[src/rtl/sciq_pkg.sv]
// Package: shared constants and the level code type of the serial
// interrupt prioritizer. Assumes the status layout given in the brief.
package sciq_pkg;
    localparam int RX_N    = 6;            // receive event sources
    localparam int ST_W    = RX_N + 4;     // status word width
    localparam int ST_TXBE = RX_N;         // transmit buffer empty
    localparam int ST_TXSE = RX_N + 1;     // transmit shift empty
    localparam int ST_RXD  = RX_N + 2;     // receive DMA request
    localparam int ST_TXD  = RX_N + 3;     // transmit DMA request
    localparam int N_LVL   = 4;
    localparam int CODE_W  = 2;

    typedef enum logic [CODE_W-1:0] {
        LVL_RXDMA = 2'd0,
        LVL_TXDMA = 2'd1,
        LVL_RXINT = 2'd2,
        LVL_TXINT = 2'd3
    } lvl_code_e;
endpackage

[src/rtl/sciq_status.sv]
// Sticky status word. Each event sets its bit; software clears bits by
// writing ones. An event arriving in the same cycle as a clear wins.
// Assumes event inputs are single-cycle or level, both are accepted.
module sciq_status #(
    parameter int W = 10
) (
    input  logic         clk,
    input  logic         rst_n,
    input  logic [W-1:0] evt,
    input  logic         clr_we,
    input  logic [W-1:0] clr,
    output logic [W-1:0] st
);
    logic [W-1:0] clr_mask;

    // Purpose: the clear mask only applies while the write strobe is high.
    always_comb clr_mask = clr_we ? clr : '0;

    // Purpose: set on event, clear on write-one, event has precedence.
    always_ff @(posedge clk) begin
        if (!rst_n) st <= '0;
        else        st <= (st & ~clr_mask) | evt;
    end

    // every event seen at an edge is set afterwards
    a_r3_event_wins: assert property (@(posedge clk) disable iff (!rst_n)
        $past(rst_n) |-> ((st & $past(evt)) == $past(evt)));

    // a set bit only drops if a one was written to it
    a_r2_sticky: assert property (@(posedge clk) disable iff (!rst_n)
        $past(rst_n) |-> (($past(st) & ~st & ~($past(clr) & {W{$past(clr_we)}})) == '0));
endmodule

[src/rtl/sciq_level.sv]
// Level formation and fixed-priority encoding. Builds the four levels
// from the status word and the enables, then outputs the code of the
// highest pending one (index 0 is highest). Purely combinational; the
// clock is only used by the assertions.
module sciq_level
    import sciq_pkg::*;
(
    input  logic              clk,
    input  logic              rst_n,
    input  logic [ST_W-1:0]   st,
    input  logic [RX_N-1:0]   rx_en,
    input  logic              tx_ie,
    input  logic              tx_sel_buf,
    input  logic              rx_dma_en,
    input  logic              tx_dma_en,
    output logic [N_LVL-1:0]  lvl,
    output logic [CODE_W-1:0] code,
    output logic              any
);
    logic rx_fallback, tx_fallback, tx_empty_sel;

    // Purpose: DMA bits fall back to interrupt levels when DMA is off.
    always_comb begin
        rx_fallback  = st[ST_RXD] & ~rx_dma_en & rx_en[0];
        tx_fallback  = st[ST_TXD] & ~tx_dma_en;
        tx_empty_sel = tx_sel_buf ? st[ST_TXBE] : st[ST_TXSE];
    end

    // Purpose: assemble the four levels in priority order.
    always_comb begin
        lvl[LVL_RXDMA] = st[ST_RXD] & rx_dma_en;
        lvl[LVL_TXDMA] = st[ST_TXD] & tx_dma_en;
        lvl[LVL_RXINT] = (|(st[RX_N-1:0] & rx_en)) | rx_fallback;
        lvl[LVL_TXINT] = tx_ie & (tx_empty_sel | tx_fallback);
    end

    // Purpose: lowest index wins; scan from lowest priority upward.
    always_comb begin
        code = '0;
        for (int i = N_LVL - 1; i >= 0; i--) begin
            if (lvl[i]) code = CODE_W'(i);
        end
        any = |lvl;
    end

    // the highest-ranked level always wins
    a_r4_rxdma_top: assert property (@(posedge clk) disable iff (!rst_n)
        lvl[LVL_RXDMA] |-> (code == LVL_RXDMA));
    // the chosen code names a pending level
    a_r4_code_pending: assert property (@(posedge clk) disable iff (!rst_n)
        any |-> lvl[code]);
    // nothing pending means code zero
    a_r8_idle_code: assert property (@(posedge clk) disable iff (!rst_n)
        !any |-> (code == '0));
endmodule

[src/rtl/sciq_vector.sv]
// Vector formation. Holds the software base register, forms the live
// vector {base, code, 0}, and captures it on CPU acknowledge.
// Assumes VEC_W leaves at least one base bit above the code.
module sciq_vector #(
    parameter int VEC_W  = 8,
    parameter int CODE_W = 2
) (
    input  logic              clk,
    input  logic              rst_n,
    input  logic              base_we,
    input  logic [VEC_W-CODE_W-2:0] base_data,
    input  logic [CODE_W-1:0] code,
    input  logic              ack,
    output logic [VEC_W-1:0]  vector,
    output logic [VEC_W-1:0]  vector_q
);
    localparam int BASE_W = VEC_W - CODE_W - 1;
    logic [BASE_W-1:0] base_q;

    // Purpose: software-written base of the pointer block.
    always_ff @(posedge clk) begin
        if (!rst_n)       base_q <= '0;
        else if (base_we) base_q <= base_data;
    end

    // Purpose: live vector; bit 0 is always zero.
    always_comb vector = {base_q, code, 1'b0};

    // Purpose: capture the vector for the CPU fetch on acknowledge.
    always_ff @(posedge clk) begin
        if (!rst_n)   vector_q <= '0;
        else if (ack) vector_q <= vector;
    end

    // without acknowledge the captured vector holds
    a_r10_hold: assert property (@(posedge clk) disable iff (!rst_n)
        ($past(rst_n) && !$past(ack)) |-> $stable(vector_q));
    // the slot offset is always even
    a_r9_even_slot: assert property (@(posedge clk) disable iff (!rst_n)
        (vector[0] == 1'b0) && (vector_q[0] == 1'b0));
endmodule

[src/rtl/sci_irq_prioritizer.sv]
// Top of the serial port interrupt prioritizer. Packs the event inputs
// into the status layout, then chains status, level and vector units.
// Assumes the enable and select inputs come from a control register
// held outside this block.
module sci_irq_prioritizer
    import sciq_pkg::*;
(
    input  logic              clk,
    input  logic              rst_n,
    input  logic [RX_N-1:0]   rx_evt,
    input  logic [1:0]        tx_evt,
    input  logic              rx_dma_evt,
    input  logic              tx_dma_evt,
    input  logic              clr_we,
    input  logic [ST_W-1:0]   clr_data,
    input  logic [RX_N-1:0]   rx_en,
    input  logic              tx_ie,
    input  logic              tx_sel_buf,
    input  logic              rx_dma_en,
    input  logic              tx_dma_en,
    input  logic              base_we,
    input  logic [4:0]        base_data,
    input  logic              ack,
    output logic [ST_W-1:0]   status,
    output logic              irq,
    output logic [7:0]        vector,
    output logic [7:0]        vector_q
);
    localparam int VEC_W = 8;

    logic [ST_W-1:0]   evt_all;
    logic [N_LVL-1:0]  lvl;
    logic [CODE_W-1:0] code;
    logic              any;

    // Purpose: place each event at its status bit position.
    always_comb evt_all = {tx_dma_evt, rx_dma_evt, tx_evt[1], tx_evt[0], rx_evt};

    sciq_status #(.W(ST_W)) u_status (
        .clk(clk), .rst_n(rst_n), .evt(evt_all),
        .clr_we(clr_we), .clr(clr_data), .st(status)
    );

    sciq_level u_level (
        .clk(clk), .rst_n(rst_n), .st(status), .rx_en(rx_en),
        .tx_ie(tx_ie), .tx_sel_buf(tx_sel_buf),
        .rx_dma_en(rx_dma_en), .tx_dma_en(tx_dma_en),
        .lvl(lvl), .code(code), .any(any)
    );

    sciq_vector #(.VEC_W(VEC_W), .CODE_W(CODE_W)) u_vector (
        .clk(clk), .rst_n(rst_n), .base_we(base_we), .base_data(base_data),
        .code(code), .ack(ack), .vector(vector), .vector_q(vector_q)
    );

    // Purpose: a single request line for all levels.
    always_comb irq = any;

    // a pending receive DMA bit with its enable set raises the request
    a_r8_dma_raises: assert property (@(posedge clk) disable iff (!rst_n)
        (status[ST_RXD] && rx_dma_en) |-> (irq && vector[2:1] == LVL_RXDMA));
    // a receive event raises its status bit one edge later
    a_r1_rx_set: assert property (@(posedge clk) disable iff (!rst_n)
        (rx_evt != '0) |=> ((status[RX_N-1:0] & $past(rx_evt)) == $past(rx_evt)));
endmodule

[config.mk]
export PLATFORM = sky130hd
export DESIGN_NAME = sci_irq_prioritizer
export DESIGN_NICKNAME = d
export VERILOG_FILES = /design/src/rtl/sciq_pkg.sv /design/src/rtl/sciq_status.sv /design/src/rtl/sciq_level.sv /design/src/rtl/sciq_vector.sv /design/src/rtl/sci_irq_prioritizer.sv
export SDC_FILE = /design/constraint.sdc
export NUM_CORES = 1
export LEC_CHECK = 0
export BUFFER_PORTS_ARGS = -buffer_cell sky130_fd_sc_hd__buf_2
export CORE_ASPECT_RATIO = 1.5
export CORE_UTILIZATION = 35
export CTS_CLUSTER_DIAMETER = 80
export CTS_CLUSTER_SIZE = 30
export DETAILED_ROUTE_END_ITERATION = 10
export PLACE_DENSITY = 0.7
export SLEW_MARGIN = 25
export SYNTH_ARGS = -nofsm -noshare
export SYNTH_HDL_FRONTEND = slang
export SYNTH_SLANG_ARGS = --single-unit
[constraint.sdc]
create_clock -name clk -period 1.4 [get_ports clk]
set_input_delay 0.28 -clock clk [delete_from_list [all_inputs] [get_ports clk]]
set_output_delay 0.28 -clock clk [all_outputs]
set_load 0.01 [all_outputs]
=== Word-level counts from Yosys, hierarchy flattened ===
Index checks and enable logic that the tools add are counted.

* Register bits after elaboration: 22
* Input port bits: 40
* Logic and storage cells: 25

* Multiplexer cells: 6
* Bitwise gates (word level): 14
* Reductions and logical operators: 2

{| class="wikitable"
|+ Operator list
! operator !! count
|-
| bitwise AND 10 bit || 1
|-
| 2-to-1 mux 10 bit || 1
|-
| inverter 10 bit || 1
|-
| bitwise OR 10 bit || 1
|-
| 2-to-1 mux 2 bit || 4
|-
| bitwise AND 1 bit || 6
|-
| bitwise AND 6 bit || 1
|-
| OR reduction 6 bit || 1
|-
| OR reduction 4 bit || 1
|-
| inverter 1 bit || 2
|-
| bitwise OR 1 bit || 2
|-
| 2-to-1 mux 1 bit || 1
|}

=== Longest topological paths before layout ===
* Word-level depth: 8
* Depth in mapped cells: 4

=== Modules after synthesis ===
A second synthesis with hierarchy kept.

* Cell total of the unflattened synthesis: 104
* Area total of the unflattened synthesis: 957.2 µm²

{| class="wikitable"
|+ By module, submodules not included
! module !! times used !! cells an instance !! area each (µm²)
|-
| sciq_vector || 1 || 44 || 493.0
|-
| sciq_status || 1 || 41 || 355.3
|-
| sciq_level || 1 || 19 || 108.9
|}

=== Worst setup path before layout ===
Ideal clock, no wire load.

* Path type: reg2out
* Start: register u_status.st[1]
* End: output vector[1]
* Arrival: 1178 ps
* Data required time: 1120 ps
* Path slack: -58 ps
* Stages on the path, launching flop included: 5
* Cell sequence: dfxtp_1 a222oi_1 and2_1 a32oi_1 a21oi_1

* Cells in the longest elaborated chain, start to end: 6

{| class="wikitable"
|+ RTL lines
! item !! line !! source
|-
| start, declared || sciq_status.sv:12 || <nowiki>output logic [W-1:0] st</nowiki>
|-
| start signal, assigned || sciq_status.sv:22 || <nowiki>else st <= (st & ~clr_mask) | evt;</nowiki>
|-
| bitwise AND 6 bit || sciq_level.sv:33 || <nowiki>lvl[LVL_RXINT] = (|(st[RX_N-1:0] & rx_en)) | rx_fallback;</nowiki>
|-
| OR reduction 6 bit || sciq_level.sv:33 ||
|-
| bitwise OR 1 bit || sciq_level.sv:33 ||
|-
| 2-to-1 mux 2 bit (3 in series) || sciq_level.sv:41 || <nowiki>if (lvl[i]) code = CODE_W'(i);</nowiki>
|-
| end, declared || sci_irq_prioritizer.sv:26 || <nowiki>output logic [7:0] vector,</nowiki>
|}

No other way between the ends.

=== Worst setup path in the final report ===
Same ends and word-level chain as after synthesis.

==> impl_results.md <==
- Final worst-path cycle share: 133.4%
- Arr. time, crit path: 1.59 ns
- Drt pass-1 iters: 4
- Largest net degree at the start of global routing: 24
- Startpoint types: flop
- TritonCTS buffer count: 3
- Die area: 2900 um^2
- H-tree levels: 1
- Async set-reset flop share out of synthesis: 0%
- Initial antenna violation count: 0
- Final setup viols: 4
- Setup_tns: -1.368 ns
- Max-cap viol count: 0
- Worst-Skew Late Latency: 0.30 ns
- Most frequent cells after synthesis: dfxtp_1 (22), nor2b_1 (22), nand2_1 (14)
- Largest area contributor in the netlist: dfxtp_1
- Layout area overhead: 53.26%
- I/O pins: 67
- Via count: 960
- Layout Nets: 218
- Die width: 44.31 um
- Failing checks: setup timing
- Post-synth EDFFs: 0
- CTS tree: done
- Die Y: 65.46 um
- Drt total wl: 2.229 mm
- Final core occ: 57.49%
- Global-route wire length before repair: 3.567 mm
- Top FF cell, synth: dfxtp_1
- Final hold slack: 0.1964 ns
- Warnings from Yosys: 0
- Vias/cell: 4.507
- Slew Viols, Final: 0
- RSZ-0062 raised after global routing: yes
- Clk sinks: 22
- Vias in the first global route: 927
- Cells after Synth: 103
- Syn Area/Cell: 9.123 um^2
- Hold path startpoint: rx_dma_evt
- PD cells: 1011 nW/um^2
- DRC viols: 0
- Non-Filler Instances: 213
- Critical path data required time: 1.12 ns
- HPWL after DPL: 1.783 mm
- Post-synth cell types: 21
- Peak VDD IR: 0.5650 mV
- Leak: 0.0007348 uW
- Cell total after placement: 207
- Core area: 2505 um^2
- Antenna Diode Count: 0
- Clock root cell: clkbuf_4
- Worst Setup SP: u_status.st[1]$_SDFF_PN0_
- Crit end category: primary output
- Top area cells in the synthesized netlist: dfxtp_1 (47%), nor2b_1 (15%), mux2i_1 (12%)
- Hold Crit Class: in2reg
- Wirelength per Cell: 10.46 um
- Post-synthesis cell area: 939.7 um^2
- Final hold vios: 0
- Total Routing Usage GR: 16.06%
- Worst-path clk slew: 0.12 ns
- Worst-path maximum fanout: 2
- Synth top area share: 46.87%
- Starting Density: 37.51%
- I/O Buffers: 64
- Max Fclk: 0.5355 GHz
- GPL Wtd Cong: 0.8436
- Row count: 22
- Final period demand of the worst path: 1.867 ns
- 1st-iter DRT viols: 13
- Grt ovf: 0
- Fin worst setup slack: -0.4673 ns
- Post-detailed-route count of antenna-violating nets: 0
- FF+latch count, synth: 22
- Worst Clk Skew: 0.01158 ns
- Worst-case clock buffer depth: 2
- Hold buffers post-CTS: 0
- Share of cells above drive strength 1: 48.02%
- WS Path Type: reg2out
- Worst r2r src: u_status.st[1]$_SDFF_PN0_
- Sequential share of the synthesized area: 46.87%
- Status: finished, violations left
[worst max-delay path, stage by stage, from the launching register on]
cell      delay, ns
dfxtp_2        0.34
a222oi_1       0.36
and2_1         0.20
a32oi_2        0.12
a21oi_2        0.13
buf_2          0.14
[power breakdown]
| group | switching, uW | internal (uW) |
|---|---|---|
| Sequential | 21.7 | 664 |
| Combinational | 138 | 161 |
| Clock | 181 | 289 |
[worst paths after layout]
kind,depth (start not counted),slack [ns],end
hold reg to reg,2,0.47,u_vector.vector_q[2]$_SDFFE_PN0P_
setup reg to reg,6,-0.15,u_vector.vector_q[2]$_SDFFE_PN0P_
setup / recovery,5,-0.47,vector[1]
hold / removal,3,0.20,u_status.st[8]$_SDFF_PN0_
[layout make-up]
cell class	instances	area (um^2)
Sequential cell	22	441.7
Fill cell	241	1065
Clock buffer	3	22.52
Multi-Input combinational cell	75	490.5
Timing Repair Buffer	76	410.4
Clock inverter	1	30.03
Tap cell	36	45.04
[registers in the layout, indices dropped and copies added (netlist names)]
register and flops:
u_vector.vector_q 7, u_status.st 10, u_vector.base_q 5
[through the flow]
step	cell area (um^2)	setup WS [ns]	power, uW
after floorplan	947.2	0.005752	840.0
after global placement	1353	-0.1926	979.7
after detailed placement	1353	-0.1891	986.0
after CTS	1426	-0.4552	1469
after global routing	1440	-0.5586	1529
final	1440	-0.4673	1456
[layout by cell type, fill, tap and decap left out]
cell type / count
mux2i_1: 11
a32oi_2: 1
nand2_1: 14
buf_2: 64
a21oi_1: 10
o21ai_0: 1
clkbuf_4: 3
and2_1: 1
o21a_1: 1
dfxtp_1: 21
a222oi_1: 1
nand3_1: 1
o22ai_2: 1
nand2b_1: 2
nor3_2: 1
dfxtp_2: 1
conb_1: 2
nor2b_1: 22
o311ai_1: 1
a21oi_2: 1
bufinv_16: 1
a22oi_1: 2
buf_4: 12
a21boi_1: 2
[metal layers]
layer  part of all wire [%]  global-route usage, %
met1                     44                  17.70
met2                     47                  30.33
met3                    8.6                  2.473
met4                   0.40                  4.545
met5                      0                      0
[logic make-up (layout without fill, tap and decap cells)]
logic type,after synthesis,in the layout,share of synthesized area (%)
simple gates,41,41,23.30
mux,11,11,11.72
buf+inv,7,80,3.727
compound gates,21,21,13.98
other cells,1,2,0.3991
flops,22,22,46.87
[timing repair]
item / in CTS / in global routing
endpoints found under the setup margin: 4 / 5
buffers inserted: 2 / 0
pin swaps: 2 / 4
gates resized for setup: 2 / 2
Power figures use the tool's default switching activity.
